--- config.mk ---
export PLATFORM = sky130hd
export DESIGN_NAME = gpio_override_ctrl
export DESIGN_NICKNAME = d
export VERILOG_FILES = /design/src/rtl/gpo_pkg.sv /design/src/rtl/gpo_regfile.sv /design/src/rtl/gpo_in_sample.sv /design/src/rtl/gpo_pin_mux.sv /design/src/rtl/gpio_override_ctrl.sv
export SDC_FILE = /design/constraint.sdc
export NUM_CORES = 1
export LEC_CHECK = 0
export BUFFER_PORTS_ARGS = -buffer_cell sky130_fd_sc_hd__buf_2
export CAP_MARGIN = 20
export CORE_AREA = 8 8 54 61
export CTS_BUF_LIST = sky130_fd_sc_hd__clkbuf_2
export DETAILED_ROUTE_END_ITERATION = 6
export DIE_AREA = 0 0 62 69
export PLACE_DENSITY = 0.9
export RECOVER_POWER = 25
export SYNTH_ARGS = -nofsm -noshare
export SYNTH_HDL_FRONTEND = slang
export SYNTH_SLANG_ARGS = --single-unit
--- constraint.sdc ---
create_clock -name clk -period 1.6 [get_ports clk]
set_input_delay 0.32 -clock clk [delete_from_list [all_inputs] [get_ports clk]]
set_output_delay 0.32 -clock clk [all_outputs]
set_load 0.1 [all_outputs]
--- src/rtl/gpo_pkg.sv ---
package gpo_pkg;
  parameter int unsigned PINS      = 5;
  parameter int unsigned REG_W     = 8;
  parameter int unsigned ME_BIT    = 7;
  parameter int unsigned FE_BIT    = 6;
  parameter int unsigned LED_BIT   = 5;
  parameter int unsigned FETCH_PIN = 0;
  parameter int unsigned MSTR_PIN  = 1;
  parameter logic [REG_W-1:0] CTRL_RST = 8'h0F;
  parameter logic ADDR_DATA = 1'b0;
  parameter logic ADDR_CTRL = 1'b1;

  typedef struct packed {
    logic oe;
    logic lvl;
    logic pu;
  } pin_drv_t;

  // pin under software control
  function automatic pin_drv_t soft_drive(input logic is_input, input logic value);
    pin_drv_t d;
    d.oe  = !is_input;
    d.lvl = value;
    d.pu  = is_input;
    return d;
  endfunction

  // pin taken over by an active-low status display
  function automatic pin_drv_t status_drive(input logic flag);
    pin_drv_t d;
    d.oe  = 1'b1;
    d.lvl = !flag;
    d.pu  = 1'b0;
    return d;
  endfunction

  // data register view: pad level for inputs, stored bit for outputs
  function automatic logic [PINS-1:0] data_view(input logic [PINS-1:0] dir,
                                                input logic [PINS-1:0] pad,
                                                input logic [PINS-1:0] stored);
    return (dir & pad) | (~dir & stored);
  endfunction
endpackage

--- src/rtl/gpo_regfile.sv ---
module gpo_regfile
  import gpo_pkg::*;
(
  input  logic             clk,
  input  logic             rst_n,
  input  logic             wr,
  input  logic             addr,
  input  logic [REG_W-1:0] wdata,
  output logic [REG_W-1:0] ctrl_q,
  output logic [PINS-1:0]  dout_q,
  output logic             wr_ctrl,
  output logic             wr_data
);
  assign wr_ctrl = wr && (addr == ADDR_CTRL);
  assign wr_data = wr && (addr == ADDR_DATA);

  always_ff @(posedge clk or negedge rst_n) begin
    if (!rst_n) begin
      ctrl_q <= CTRL_RST;
      dout_q <= '0;
    end else begin
      if (wr_ctrl) ctrl_q <= wdata;
      if (wr_data) dout_q <= wdata[PINS-1:0];
    end
  end
endmodule

--- src/rtl/gpo_in_sample.sv ---
module gpo_in_sample
  import gpo_pkg::*;
(
  input  logic            clk,
  input  logic            rst_n,
  input  logic [PINS-1:0] pad,
  output logic [PINS-1:0] pad_q
);
  always_ff @(posedge clk or negedge rst_n) begin
    if (!rst_n) pad_q <= '0;
    else        pad_q <= pad;
  end
endmodule

--- src/rtl/gpo_pin_mux.sv ---
module gpo_pin_mux
  import gpo_pkg::*;
(
  input  logic             clk,
  input  logic             rst_n,
  input  logic [REG_W-1:0] ctrl,
  input  logic [PINS-1:0]  dout,
  input  logic             bus_master,
  input  logic             opcode_fetch,
  input  logic             bus_connected,
  input  logic             eeprom_busy,
  output logic             fetch_take,
  output logic             led_take,
  output logic             mstr_take,
  output logic [PINS-1:0]  oe_q,
  output logic [PINS-1:0]  lvl_q,
  output logic [PINS-1:0]  pu_q
);
  logic [PINS-1:0] dir;
  pin_drv_t        drv [PINS];

  assign dir        = ctrl[PINS-1:0];
  assign fetch_take = ctrl[FE_BIT];
  assign led_take   = ctrl[LED_BIT] && !ctrl[FE_BIT] && !eeprom_busy;
  assign mstr_take  = ctrl[ME_BIT];

  for (genvar i = 0; i < PINS; i++) begin : g_pin
    if (i == FETCH_PIN) begin : g_fetch
      always_comb begin
        if (fetch_take)    drv[i] = status_drive(opcode_fetch);
        else if (led_take) drv[i] = status_drive(bus_connected);
        else               drv[i] = soft_drive(dir[i], dout[i]);
      end
    end else if (i == MSTR_PIN) begin : g_mstr
      always_comb begin
        if (mstr_take) drv[i] = status_drive(bus_master);
        else           drv[i] = soft_drive(dir[i], dout[i]);
      end
    end else begin : g_plain
      always_comb drv[i] = soft_drive(dir[i], dout[i]);
    end

    always_ff @(posedge clk or negedge rst_n) begin
      if (!rst_n) begin
        oe_q[i]  <= !CTRL_RST[i];
        lvl_q[i] <= 1'b0;
        pu_q[i]  <= CTRL_RST[i];
      end else begin
        oe_q[i]  <= drv[i].oe;
        lvl_q[i] <= drv[i].lvl;
        pu_q[i]  <= drv[i].pu;
      end
    end
  end
endmodule

--- src/rtl/gpio_override_ctrl.sv ---
module gpio_override_ctrl
  import gpo_pkg::*;
(
  input  logic             clk,
  input  logic             rst_n,
  input  logic             reg_wr,
  input  logic             reg_addr,
  input  logic [REG_W-1:0] reg_wdata,
  output logic [REG_W-1:0] reg_rdata,
  input  logic             bus_master,
  input  logic             opcode_fetch,
  input  logic             bus_connected,
  input  logic             eeprom_busy,
  input  logic [PINS-1:0]  pin_in,
  output logic [PINS-1:0]  pin_oe,
  output logic [PINS-1:0]  pin_out,
  output logic [PINS-1:0]  pin_pu
);
  localparam int unsigned PAD_W = REG_W - PINS;

  logic [REG_W-1:0] ctrl_q;
  logic [PINS-1:0]  dout_q;
  logic [PINS-1:0]  pad_q;
  logic             wr_ctrl, wr_data;
  logic             fetch_take, led_take, mstr_take;

  gpo_regfile u_regs (
    .clk(clk), .rst_n(rst_n), .wr(reg_wr), .addr(reg_addr), .wdata(reg_wdata),
    .ctrl_q(ctrl_q), .dout_q(dout_q), .wr_ctrl(wr_ctrl), .wr_data(wr_data)
  );

  gpo_in_sample u_samp (
    .clk(clk), .rst_n(rst_n), .pad(pin_in), .pad_q(pad_q)
  );

  gpo_pin_mux u_mux (
    .clk(clk), .rst_n(rst_n), .ctrl(ctrl_q), .dout(dout_q),
    .bus_master(bus_master), .opcode_fetch(opcode_fetch),
    .bus_connected(bus_connected), .eeprom_busy(eeprom_busy),
    .fetch_take(fetch_take), .led_take(led_take), .mstr_take(mstr_take),
    .oe_q(pin_oe), .lvl_q(pin_out), .pu_q(pin_pu)
  );

  always_comb begin
    if (reg_addr == ADDR_CTRL) reg_rdata = ctrl_q;
    else reg_rdata = {{PAD_W{1'b0}}, data_view(ctrl_q[PINS-1:0], pad_q, dout_q)};
  end
endmodule

==> results.ini, run 1 <==
[run_status]
status=finished with violations
violations=setup timing

[global_routing]
grt.total_usage=0.128
grt_max_degree=34
use_met1=0.115
busiest_layer=met2
antenna_found_initial=0
grt_pass1_vias=903
gr-usage-met3=0.0631
grt_pass1_wl_um=4030
gr-total-overflow=0
grt.met2_usage=0.220

[final_layout]
num_antenna_cells=0
final_nets=159
final_area_um2=1760
areaGrowthSynthToFinish_pct=48.1
drive_above_1_share=0.676

[logic_synthesis]
syn_area_per_cell_um2=14.9
synth_top_family_by_area=multiplexers
async_reset_ff_frac=1.00
syn_inst=80
yosysSeqAreaShare=0.703
synth_xor_area_frac=0
synth_simple_gate_area_frac=0.0998
synth-main-ff-cell=dfrtp_1
yosysWarnings=0
synth_mux_area_frac=0.123
syn-cell-area_um2=1190
synth_compound_area_frac=0.0557
yosysUniqueCellTypes=19
synth_enable_flop_cells=0
yosys_register_bits=33
synthAdderAreaFrac=0
synth_nets=101

[critical_path]
critPathKind=register to output pin
worst_path_largest_cell_delay_ns=0.42
crit_chain=buf_6, o31ai_4, buf_12
start_kind=register
critPathCaptureType=output pin
crit_family=flip-flops
crit_arrival_ns=1.34
cpMaxStageDelayCell=dfstp_2
crit_fanout=4
required_ns=1.28
crit_buf_inv=2

[sta]
setup_violations=4
rsz0062_at_grt=true
finalCriticalPeriod_ns=1.66
tightest_slew_ns=0.682
setup_tns_ns=-0.139
final_hold_viol_count=0
setup_slack_ns=-0.0583
timing.fmax_mhz=603
drv_slew=0
fin_skew_ns=0.00763
slew_headroom=0.546
timing.final.crit_share=1.04

[pwr]
leakage_nw=0.812
max-vdd-ir-drop_mv=1.47
p_per_area_nw_per_um2=1540

[die]
coreArea_um2=2350
dieHeight_um=69
die_w_um=62
start_util=0.506
io_pins=44
die_area_um2=4280
row_count=19

[drt]
vias=812
wire_per_inst_um=15.0
drtIter0Drc=12
detail-route-antenna-nets=0
drt_pass1_iterations=4
vias_per_cell=4.78
wirelength_um=2550
drc=0

[clock_tree]
clkTransAtPathRegs_ns=0.17
clk-insertion-delay-late_ns=0.38
clock_path_buffers=2
cts_buffers=5
htreeDepth=2
root_buffer=clkbuf_2
clock_sinks=33
cts_tree=built

[place]
dp_hpwl_um=1850
dpl_cell_area_um2=1600
placement.io_buffers=43
gp_routability_congestion=0.745

[hold_path]
hp-class=input port to register

[job]
cap_viol_max_count=0

[layout by cell type (no fill, tap or decap), drive strengths merged, types with 3 or more instances in the layout]
master and count:
and2 3, o21ai 9, clkbuf 6, nor2b 3
dfrtp 24, buf 50, dfstp 9, inv 5
nand2b 4, mux2 13
[registers in the layout (all words and copies together) (netlist names)]
signal         count
u_regs.dout_q      5
u_samp.pad_q       5
u_mux.oe_q         5
u_regs.ctrl_q      8
u_mux.lvl_q        5
u_mux.pu_q         5
[metal layers]
layer | wire [um] | part of all wire | vias to the layer above
li1 | - | - | 388
met1 | 805 | 0.32 | 392
met2 | 1450 | 0.57 | 26
met5 | 0 | 0 | -
met4 | 48 | 0.019 | 0
met3 | 242 | 0.095 | 6
[what timing repair did]
action                                 CTS  global route
endpoints found under the hold margin   24             0
setup endpoints to repair               10             6
hold buffers                             1             0
setup buffers                            6             2
gates resized for setup                  8             8
[final timing paths]
check | start | cells past startpoint | endpoint | slack (ns)
worst max-delay path | u_regs.ctrl_q[0] | 3 | reg_rdata[0] | -0.06
worst min-delay path | pin_in[0] | 1 | u_samp.pad_q[0] | 0.04
worst max register to register | u_regs.ctrl_q[6] | 3 | u_mux.lvl_q[0] | 0.30
worst min register to register | u_regs.dout_q[3] | 0 | u_mux.lvl_q[3] | 0.43
max in group asynchronous | rst_n | 2 | u_regs.ctrl_q[6] | 0.64
min in group asynchronous | rst_n | 2 | u_regs.dout_q[2] | 0.49
[power breakdown]
group	leakage (nW)	switching (mW)	internal [mW]
sequential	0.370	0.0548	0.971
clock	0.0366	0.282	0.259
combinational	0.406	0.832	0.311
total	0.812	1.17	1.54
[kinds of logic (layout without fill, tap and decap cells)]
family | Yosys count | after routing
flip-flops | 33 | 33
AND/OR/NAND/NOR | 16 | 16
multiplexers | 13 | 13
AO/OA/AOI/OAI | 12 | 12
buffers and inverters | 6 | 65
[stage by stage]
| step | utilization | worst slack (ns) | std cells | hold slack, ns | power (mW) |
|---|---|---|---|---|---|
| floorplan | - | -0.122 | 80 | 0.0244 | 1.84 |
| global placement | 0.680 | 0.109 | 153 | 0.378 | 2.10 |
| detailed placement | 0.680 | 0.0723 | 153 | 0.386 | 2.12 |
| CTS | 0.738 | -0.0850 | 168 | 0.0253 | 2.71 |
| global route | 0.750 | -0.112 | 170 | 0.00567 | 2.80 |
| finish | 0.750 | -0.0583 | 170 | 0.0386 | 2.71 |
[cell type report]
cell class	instances	area (um2)
Multi-Input combinational cell	41	379
Clock inverter	3	41.3
Fill cell	139	589
Inverter	5	18.8
Timing Repair Buffer	52	422
Tap cell	31	38.8
Clock buffer	5	25.0
Sequential cell	33	840
[worst register-to-register path, stage by stage, from the launching register on]
cell and delay [ns]:
dfrtp_2 0.45, buf_4 0.14, or4b_1 0.51, o311ai_0 0.11
[Yosys cell counts (2+ instances only)]
library cell / n / area share
nor2b_1: 2 / 0.011
nand2b_1: 4 / 0.021
and2_1: 3 / 0.016
dfrtp_1: 24 / 0.50
dfstp_2: 9 / 0.20
mux2_2: 13 / 0.12
inv_1: 5 / 0.016
o21ai_0: 9 / 0.038
(Power assumes the default switching activity.)
==> run 2, diff against run 1 <==
BUFFER_PORTS_ARGS = default   (was -buffer_cell sky130_fd_sc_hd__buf_2)
CORE_AREA = 8 8 51 57   (was 8 8 54 61)
DIE_AREA = 0 0 59 65   (was 0 0 62 69)
DONT_BUFFER_PORTS = 1   (was default)
PLACE_DENSITY = 0.83   (was 0.9)
clock period = 1.8 ns   (was 1.6 ns; I/O delays follow)
==> run 2 against run 1 <==
Net effect:
- the flow now finishes without violations
- register-to-register slack better by 0.32 ns
- clock power is 37% lower
- global-route usage is 0.85 points higher
- sequential cell count stayed put
- count of clock-buffer cells in the layout is 3 higher
- first-iteration DRC count is 33% lower
- setup slack better by 0.14 ns
- critical path depth stayed put
- die area is 10% lower
- critical endpoint is now reg_rdata[2]
- highest routed layer unchanged
==> results.ini, run 2 (same netlist as run 1, synthesis figures left out) <==
[clock_tree]
clkTransAtPathRegs_ns=0.14
clock_sinks=33
root_buffer=clkbuf_2
htreeDepth=2
clock_path_buffers=2
clk-insertion-delay-late_ns=0.37
cts_tree=built
cts_buffers=5

[hold_path]
hp-class=input port to register
hp-start=bus_master

[critical_path]
reg2reg_from=u_regs.ctrl_q[6]
crit_path_start=u_regs.ctrl_q[2]
required_ns=1.44
critPathCaptureType=output pin
critPathKind=register to output pin
start_kind=register
crit_fanout=5
crit_arrival_ns=1.36
reg2reg_slack_ns=0.62

[sta]
setup_slack_ns=0.0782
fin_skew_ns=0.00867
slew_headroom=0.502
tightest_slew_ns=0.747
final_hold_viol_count=0
setup_violations=0
finalCriticalPeriod_ns=1.72
holdWs_ns=0.0799
drv_slew=0
timing.final.crit_share=0.957
timing.fmax_mhz=581

[final_layout]
areaGrowthSynthToFinish_pct=31.3
final_area_um2=1560
drive_above_1_share=0.526
largest_reg_flops=8
final_nets=134
multi_input_area_um2=368
final_cells=142
num_antenna_cells=0
fillCellCount=129
register_area_um2=838
final_cell_mix=dfrtp_1, buf_4, mux2_2
top_register=u_regs.ctrl_q
layout_commonest_cell=dfrtp_1

[drt]
drt_pass1_iterations=4
vias_per_cell=5.13
drc=0
detail-route-antenna-nets=0
drtIter0Drc=8
vias=728
wire_per_inst_um=16.3
wirelength_um=2320

[global_routing]
grt_max_degree=34
gr-total-overflow=0
antenna_found_initial=0
grt_pass1_wl_um=3790
grt_pass1_vias=806
grt.total_usage=0.137

[pwr]
power_mw=2.17
p_per_area_nw_per_um2=1390
max-vdd-ir-drop_mv=0.784
leakage_nw=0.693

[place]
placement.io_buffers=0
dp_hpwl_um=1640
dpl_cell_area_um2=1390
gp_routability_congestion=0.716
dpl.cell_count=125
dpl_worst_slack_ns=0.300

[run_status]
status=finished clean

[die]
die_area_um2=3840
start_util=0.609
die_w_um=59
dieHeight_um=65
io_pins=44
coreArea_um2=1960
row_count=17

[job]
cap_viol_max_count=0

run 2: cell count changes in the layout (fill, tap and decap cells not counted), sizes merged:
cell,delta
buf,-30
clkinv,-1
dlygate4sd3,+5
clkbuf,+3
clkinvlp,-1
bufinv,-1
run 2: path summary, 6_finish.rpt:
check	end	cells past startpoint
setup reg to reg	u_mux.lvl_q[0]	2
hold / removal	u_mux.lvl_q[1]	1
hold reg to reg	u_mux.pu_q[3]	0
min in group asynchronous	u_regs.dout_q[3]	2
setup / recovery	reg_rdata[2]	3
max in group asynchronous	u_regs.ctrl_q[4]	2
run 2: layer usage:
metal	global-route usage	up-vias	part of all wire	wire [um]
met1	0.120	361	0.31	728
met5	0	-	0	0
met4	0.0898	0	0.025	58
met3	0.0750	6	0.11	250
met2	0.234	27	0.55	1280
li1	-	334	-	-
run 2: final cells by class:
type                       count  area share
clock buffer                   8      0.0256
inverter                       5      0.0120
multi-input combinational     41       0.235
sequential                    33       0.536
tap                           28      0.0224
timing repair buffer          27       0.169
run 2: worst max-delay path, stage by stage (launching register included):
cell and delay, ns:
dfstp_2 0.59, o21ai_0 0.11, o21ai_2 0.08, buf_8 0.21
run 2: power breakdown:
part           internal (mW)  leakage [nW]  switching [mW]  total (mW)
Clock                  0.115        0.0332           0.226       0.340
Sequential             0.868         0.371           0.183        1.05
Combinational          0.211         0.289           0.572       0.784
Total                   1.19         0.693           0.981        2.17
run 2: metrics by stage:
step | TNS (ns) | utilization
after floorplan | -0.00247 | -
final | 0 | 0.799
after CTS | 0 | 0.786
after global routing | -0.00255 | 0.799
after global placement | 0 | 0.712
after detailed placement | 0 | 0.712
run 2: what timing repair did:
item                                    in CTS  in global routing
endpoints found under the hold margin       38                  0
gates resized for setup                      7                  7
setup buffers                                0                  2
endpoints found under the setup margin       4                  5
hold buffers                                 7                  0
==> run 3, diff against run 2 <==
PLACE_DENSITY = 0.87   (was 0.83)
==> run 3 against run 2 <==
Net effect:
- count of clock-buffer cells in the layout down 1
- highest routed layer unchanged
- utilization down 0.26 points
- cell count unchanged
- fmax up 0.65%
- clock skew up 0.0011 ns
- combinational power down 0.8%
- via count down 2.7%
- critical path depth unchanged
- clock power down 3%
- sequential power about the same
- critical endpoint unchanged
- power down 0.69%
==> results.ini, run 3 (same netlist as run 1, synthesis figures left out) <==
[global_routing]
gr-total-overflow=0
antenna_found_initial=0
busiest_layer=met2
use_met1=0.120
grt_max_degree=34
grt_pass1_wl_um=3780
gr-usage-met3=0.0907
grt.met2_usage=0.232
grt_pass1_vias=802
grt.total_usage=0.136

[clock_tree]
clkTransAtPathRegs_ns=0.15
htreeDepth=2
clk-insertion-delay-late_ns=0.36
cts_buffers=5
clock_sinks=33
root_buffer=clkbuf_2
clock_path_buffers=2
cts_tree=built

[die]
die_w_um=59
coreArea_um2=1960
dieHeight_um=65
io_pins=44
die_area_um2=3840
start_util=0.609
row_count=17

[drt]
drc=0
drt_pass1_iterations=4
detail-route-antenna-nets=0
drtIter0Drc=8
wirelength_um=2330
wire_per_inst_um=16.4
vias=708
vias_per_cell=4.99

[final_layout]
layout_commonest_cell=dfrtp_1
final_cell_mix=dfrtp_1, buf_4, mux2_2
register_area_um2=838
areaGrowthSynthToFinish_pct=30.9
final_area_um2=1560
final_nets=134
final_cells=142
multi_input_area_um2=368
top_register=u_regs.ctrl_q
num_antenna_cells=0
fillCellCount=116
largest_reg_flops=8
drive_above_1_share=0.518

[sta]
setup_violations=0
setup_tns_ns=0
tightest_slew_ns=0.773
holdWs_ns=0.0816
drv_slew=0
timing.final.crit_share=0.950
slew_headroom=0.485
rsz0062_at_grt=false
fin_skew_ns=0.00973
final_hold_viol_count=0
finalCriticalPeriod_ns=1.71
timing.fmax_mhz=585

[pwr]
combPwrFrac=0.360
leakage_nw=0.690
internal_power_mw=1.18
switchingPower_mw=0.979
p_per_area_nw_per_um2=1390
power_mw=2.16
seqPwrFrac=0.487
max-vdd-ir-drop_mv=1.10
switching_share=0.453
clkPwrFrac=0.153

[critical_path]
critPathCaptureType=output pin
start_kind=register
cpMaxStageDelayCell=dfstp_2
crit_chain=o21ai_0, o21ai_2, buf_12
crit_family=flip-flops
crit_buf_inv=1
required_ns=1.44
crit_fanout=5
crit_arrival_ns=1.35
critPathKind=register to output pin
worst_path_largest_cell_delay_ns=0.60

[run_status]
status=finished clean

[place]
placement.io_buffers=0
dpl.cell_count=125
dpl_cell_area_um2=1390
gp_routability_congestion=0.746

[job]
cap_viol_max_count=0

[hold_path]
hp-class=input port to register

run 3: changes by cell type in the layout (fill, tap and decap cells not counted), sizes merged:
cell    previous run  this run
clkbuf             9         8
clkinv             0         1
run 3: metal layers:
layer / up-vias / part of all wire
met3: 8 / 0.11
li1: 339 / -
met5: - / 0
met2: 32 / 0.53
met4: 0 / 0.020
met1: 329 / 0.34
run 3: through the flow:
step	util	setup slack, ns
6_report	0.797	0.0893
5_1_grt	0.797	0.00482
4_1_cts	0.785	0.00694
3_5_place_dp	0.712	0.299
3_3_place_gp	0.712	0.354
2_1_floorplan	-	-0.00247
run 3: power by group through the flow:
| stage | clock network (mW) | logic, mW | registers, mW |
|---|---|---|---|
| floorplan | 0 | 0.321 | 1.32 |
| global placement | 0 | 0.693 | 1.06 |
| detailed placement | 0 | 0.701 | 1.07 |
| CTS | 0.348 | 0.754 | 1.06 |
| global route | 0.375 | 0.803 | 1.07 |
| finish | 0.330 | 0.778 | 1.05 |
run 3: cell type report:
| type | instances | area share |
|---|---|---|
| inverters | 5 | 0.0120 |
| flip-flops and latches | 33 | 0.538 |
| repair buffers | 27 | 0.167 |
| clock inverters | 1 | 0.00241 |
| multi-input cells | 41 | 0.236 |
| clock buffers | 7 | 0.0225 |
| well taps | 28 | 0.0225 |
run 3: final timing paths:
| path | from | endpoint | slack (ns) | depth (start not counted) |
|---|---|---|---|---|
| min in group asynchronous | rst_n | u_samp.pad_q[4] | 0.59 | 2 |
| max reg2reg | u_regs.ctrl_q[0] | u_mux.oe_q[0] | 0.58 | 2 |
| max in group asynchronous | rst_n | u_regs.ctrl_q[4] | 0.69 | 2 |
| min reg2reg | u_regs.ctrl_q[3] | u_mux.pu_q[3] | 0.40 | 0 |
| max | u_regs.ctrl_q[2] | reg_rdata[2] | 0.09 | 3 |
| min | bus_master | u_mux.lvl_q[1] | 0.08 | 1 |
run 3: what timing repair did:
item	CTS	global route
endpoints found under the hold margin	38	0
pin swaps	0	0
cloned	0	0
setup buffers	0	2
hold buffers	7	0
setup endpoints to repair	4	5
gates resized for setup	7	8
